--- src/rtl/rom_dec_pkg.sv ---
package rom_dec_pkg;
  parameter int ADDR_W = 16;
  parameter int DATA_W = 8;
  parameter int BANK_W = 5;
  parameter int OFFS_W = 14;
  localparam int ROM_AW = BANK_W + OFFS_W;

  typedef struct packed {
    logic rom;
    logic ram;
    logic io;
    logic board;
  } sel_t;
endpackage

--- src/rtl/addr_region_dec.sv ---
module addr_region_dec
  import rom_dec_pkg::*;
#(
  parameter int AW = ADDR_W
) (
  input  logic [AW-1:0] addr,
  input  logic          rd_wr,
  input  logic          door_open,
  output sel_t          sel,
  output logic          bank_hit
);
  localparam int T = AW - 1;

  logic low_8k;
  logic prot_win;
  logic upper_zero;

  always_comb begin
    upper_zero = ~addr[T] & ~addr[T-1];
    low_8k     = upper_zero & ~addr[T-2];
    prot_win   = addr[T-3] & addr[T-4] & addr[T-5] & addr[T-6];

    sel.rom   = addr[T] | addr[T-1];
    sel.ram   = low_8k & (~prot_win | rd_wr | door_open);
    sel.io    = upper_zero & addr[T-2] & addr[T-3] & ~addr[T-4];
    sel.board = upper_zero & addr[T-2] & ~addr[T-4];
    bank_hit  = sel.io & (addr[T-5:T-7] == 3'b010);
  end
endmodule

--- src/rtl/bank_page_reg.sv ---
module bank_page_reg
  import rom_dec_pkg::*;
#(
  parameter int BW = BANK_W
) (
  input  logic          clk,
  input  logic          rst_n,
  input  logic          wr_req,
  input  logic          hit,
  input  logic [BW-1:0] din,
  output logic [BW-1:0] page,
  output logic          stb
);
  logic req_q;
  logic load;

  assign load = wr_req & ~req_q & hit;

  always_ff @(posedge clk or negedge rst_n) begin
    if (!rst_n) begin
      req_q <= 1'b0;
      page  <= '0;
      stb   <= 1'b0;
    end else begin
      req_q <= wr_req;
      stb   <= load;
      if (load) page <= din;
    end
  end


  stb_width_chk: assert property (@(posedge clk) disable iff (!rst_n)
    stb |=> !stb);


  page_load_chk: assert property (@(posedge clk) disable iff (!rst_n)
    load |=> (stb && page == $past(din)));


  page_hold_chk: assert property (@(posedge clk) disable iff (!rst_n)
    !load |=> ($stable(page) && !stb));
endmodule

--- src/rtl/rom_bank_decoder.sv ---
module rom_bank_decoder
  import rom_dec_pkg::*;
(
  input  logic              clk,
  input  logic              rst_n,
  input  logic [ADDR_W-1:0] addr,
  input  logic              rd_wr,
  input  logic              wr_stb,
  input  logic [DATA_W-1:0] wdata,
  input  logic              door_open,
  output logic              rom_sel,
  output logic              ram_sel,
  output logic              io_sel,
  output logic              board_stb,
  output logic [ROM_AW-1:0] rom_addr,
  output logic              bank_stb
);
  sel_t              sel;
  logic              bank_hit;
  logic [BANK_W-1:0] page;

  addr_region_dec #(.AW(ADDR_W)) u_dec (
    .addr      (addr),
    .rd_wr     (rd_wr),
    .door_open (door_open),
    .sel       (sel),
    .bank_hit  (bank_hit)
  );

  bank_page_reg #(.BW(BANK_W)) u_page (
    .clk    (clk),
    .rst_n  (rst_n),
    .wr_req (wr_stb & ~rd_wr),
    .hit    (bank_hit),
    .din    (wdata[BANK_W-1:0]),
    .page   (page),
    .stb    (bank_stb)
  );

  assign rom_sel   = sel.rom;
  assign ram_sel   = sel.ram;
  assign io_sel    = sel.io;
  assign board_stb = sel.board;
  assign rom_addr  = {page, addr[OFFS_W-1:0]};


  sel_excl_chk: assert property (@(posedge clk) disable iff (!rst_n)
    $onehot0({rom_sel, ram_sel, io_sel}));


  prot_win_chk: assert property (@(posedge clk) disable iff (!rst_n)
    (!rd_wr && !door_open && addr[15:9] == 7'b0001111) |-> !ram_sel);


  rom_range_chk: assert property (@(posedge clk) disable iff (!rst_n)
    (addr[15:14] != 2'b00) |-> (rom_sel && !board_stb));


  rom_offs_chk: assert property (@(posedge clk) disable iff (!rst_n)
    rom_addr[OFFS_W-1:0] == addr[OFFS_W-1:0]);
endmodule

--- config.mk ---
export PLATFORM = sky130hd
export DESIGN_NAME = rom_bank_decoder
export DESIGN_NICKNAME = d
export VERILOG_FILES = /design/src/rtl/rom_dec_pkg.sv /design/src/rtl/addr_region_dec.sv /design/src/rtl/bank_page_reg.sv /design/src/rtl/rom_bank_decoder.sv
export SDC_FILE = /design/constraint.sdc
export NUM_CORES = 1
export LEC_CHECK = 0
export BUFFER_PORTS_ARGS = -buffer_cell sky130_fd_sc_hd__buf_4
export CORE_MARGIN = 3
export CORE_UTILIZATION = 30
export CTS_BUF_LIST = sky130_fd_sc_hd__clkbuf_2 sky130_fd_sc_hd__clkbuf_4 sky130_fd_sc_hd__clkbuf_8
export DETAILED_ROUTE_END_ITERATION = 16
export GPL_TIMING_DRIVEN = 1
export PLACE_DENSITY = 0.75
export SYNTH_ARGS = -nofsm -noshare
export SYNTH_HDL_FRONTEND = slang
export SYNTH_SLANG_ARGS = --single-unit
--- constraint.sdc ---
create_clock -name clk -period 1.5 [get_ports clk]
set_input_delay 0.3 -clock clk [delete_from_list [all_inputs] [get_ports clk]]
set_output_delay 0.3 -clock clk [all_outputs]
set_load 0.02 [all_outputs]
==> out/metrics.yaml <==
timing:
  hold_viol_final: 0
  fin_skew_ns: 0.00317
  min_period_ns: 1.44
  maxSlewViolCount: 0
  finalSetupTns_ns: 0
  grt_setup_unrepaired: "no"
  slew_headroom_pct: 76.9
  fmax_mhz: 694
  setup_viol: 0
  finalCritPeriodShare_pct: 96.1
  tightestPinTransition_ns: 0.344
synth:
  syn_area_um2: 438
  synth-seq-cells: 7
  ys_types: 12
  synth-warning-count: 0
  seq_area_frac_synth_pct: 40.0
  avgSynthCellArea_um2: 12.2
  synth_fp_nets: 65
  syn_inst: 36
cts:
  cts-buffers-inserted: 3
  cts_resized: 0
  clk_pin_slew_ns: 0.05
  cts_tree: "yes"
  root_buffer: "clkbuf_4"
  ctsHoldBuffers: 1
  cts_max_path_buffers: 2
  clk_latency_ns: 0.25
  cts_setup_buffers: 0
  ctsHtreeMaxLevel: 1
  clock_sinks: 7
cells_and_area:
  fillers: 133
  final_layout_size_suffix_gt1_share_pct: 80.3
  area_growth_pct: 49.1
  final_common_cell: "buf_4"
  antenna_cells: 0
  num-nets-final: 91
  final_cell_mix: "buf_4, dfrtp_1, mux2_2"
drt:
  dr.pass1.iters: 3
  drtIter0Drc: 1
  wire_per_inst_um: 12.3
  wl_um: 934
  ant_nets: 0
  avgViaCountPerCell: 4.41
  num_vias: 335
  drc: 0
critical_path:
  crit_path_cell_trace: "buf_4, or2_2, a311oi_2, buf_4"
  end_kind: "output pin"
  worst_ep_required_time_ns: 1.20
  cp_max_fo: 2
  start_kind: "primary input"
  crit_top_cell: "buf_4"
  cp_slowest_cell: "or2_2"
  path_buf_inv: 2
  cpPeakStageDelay_ns: 0.31
  critPathTopFamily: "simple AND/OR/NAND/NOR gates"
  cp.arrival_ns: 1.14
  crit_type: "in -> out"
global_route:
  grt_max_degree: 8
  grt_antenna_before_repair: 0
  first_global_vias: 352
  grt_first_pass_wirelength_um: 1380
  grt_overflow: 0
  grt_usage_pct: 9.85
pwr:
  power.total_mw: 0.490
  power.share.combinational_pct: 22.0
  p_leak_nw: 0.369
  peakVddDrop_v: 0.000390
  clock_power_share_pct: 38.2
  p_switching_mw: 0.118
  internal_power_mw: 0.372
  powerDensity_nw_per_um2: 750
  pwr-share-seq_pct: 39.8
  switching_share_pct: 24.0
floorplan:
  boundaryPins: 53
  die-height_um: 44.2
  die_x_um: 44.2
  die-area_um2: 1950
  num_rows: 13
  core_um2: 1330
  start_util_pct: 32.8
placement:
  io_buffers: 33
  globalplace.congestion: 0.627
job:
  max-cap-violations: 0
outcome:
  status: "completed"
hold_path:
  hold_path.class: "in -> reg"
-- metrics by stage --
stage          hold slack (ns)  utilization, %  cells  area [µm²]  setup WS (ns)
5_1_grt                  0.260            49.0     76         653        0.00267
3_5_place_dp             0.119            46.0     71         613         0.0309
6_report                 0.259            49.0     76         653         0.0592
4_1_cts                  0.253            49.0     76         653         0.0457
2_1_floorplan          0.00441               -     36         444         0.0846
3_3_place_gp             0.117            46.0     71         613         0.0548
-- Yosys cell counts --
library cell | n | share of area [%]
dfrtp_1 | 7 | 40
nor3_1 | 2 | 2.3
nand2_1 | 1 | 0.86
buf_4 | 14 | 24
nand4b_4 | 1 | 5.4
nor2b_1 | 1 | 1.4
and4b_2 | 1 | 2.6
a311oi_1 | 1 | 2.0
mux2_2 | 5 | 13
and2_2 | 1 | 1.7
nor4b_4 | 1 | 5.4
or2_2 | 1 | 1.4
-- state kept, by name, summed over array words and instances (netlist names) --
signal        cells
u_page.page       5
u_page.req_q      1
u_page.stb        1
-- worst register-to-register path: stages (launching register included) --
cell,delay [ns]
dfrtp_1,0.35
nor3_1,0.17
buf_4,0.15
nand4b_4,0.15
mux2_2,0.31
-- kinds of logic after synthesis --
kind of cell	count (synthesis)	synth area share, %
AND/OR/NAND/NOR	9	21.1
flip-flops	7	40.0
multiplexers	5	12.9
AO/OA/AOI/OAI	1	2.00
buffers and inverters	14	24.0
-- final timing paths --
kind	cells after the start	startpoint	to	slack (ns)
max	4	addr[14]	ram_sel	0.06
min	2	rd_wr	u_page.req_q$_DFF_PN0_	0.26
max reg2reg	4	u_page.req_q$_DFF_PN0_	u_page.page[2]$_DFFE_PN0P_	0.25
min reg2reg	1	u_page.page[0]$_DFFE_PN0P_	u_page.page[0]$_DFFE_PN0P_	0.51
max in group asynchronous	2	rst_n	u_page.page[0]$_DFFE_PN0P_	0.98
min in group asynchronous	2	rst_n	u_page.page[4]$_DFFE_PN0P_	0.40
-- per-layer routing --
layer  track usage [%]  wire length [µm]
met2              18.9               558
met5                 0                 0
met4              6.02                 0
met1              8.56               307
met3              3.25                68
-- power by group through the flow --
stage / Clock (mW) / Combinational (mW) / Sequential, mW
floorplan: 0 / 0.0754 / 0.202
global placement: 0 / 0.105 / 0.198
finish: 0.187 / 0.108 / 0.195
detailed placement: 0 / 0.108 / 0.198
CTS: 0.195 / 0.110 / 0.195
global route: 0.204 / 0.115 / 0.195
-- area by class of cell --
cell class              count  area (µm²)  area share [%]
multi-input cells          15         164            25.1
clock buffers               4        30.0            4.60
flip-flops and latches      7         175            26.8
repair buffers             35         265            40.6
well taps                  15        18.8            2.87
Note: power is estimated with default switching activity, not from simulation.
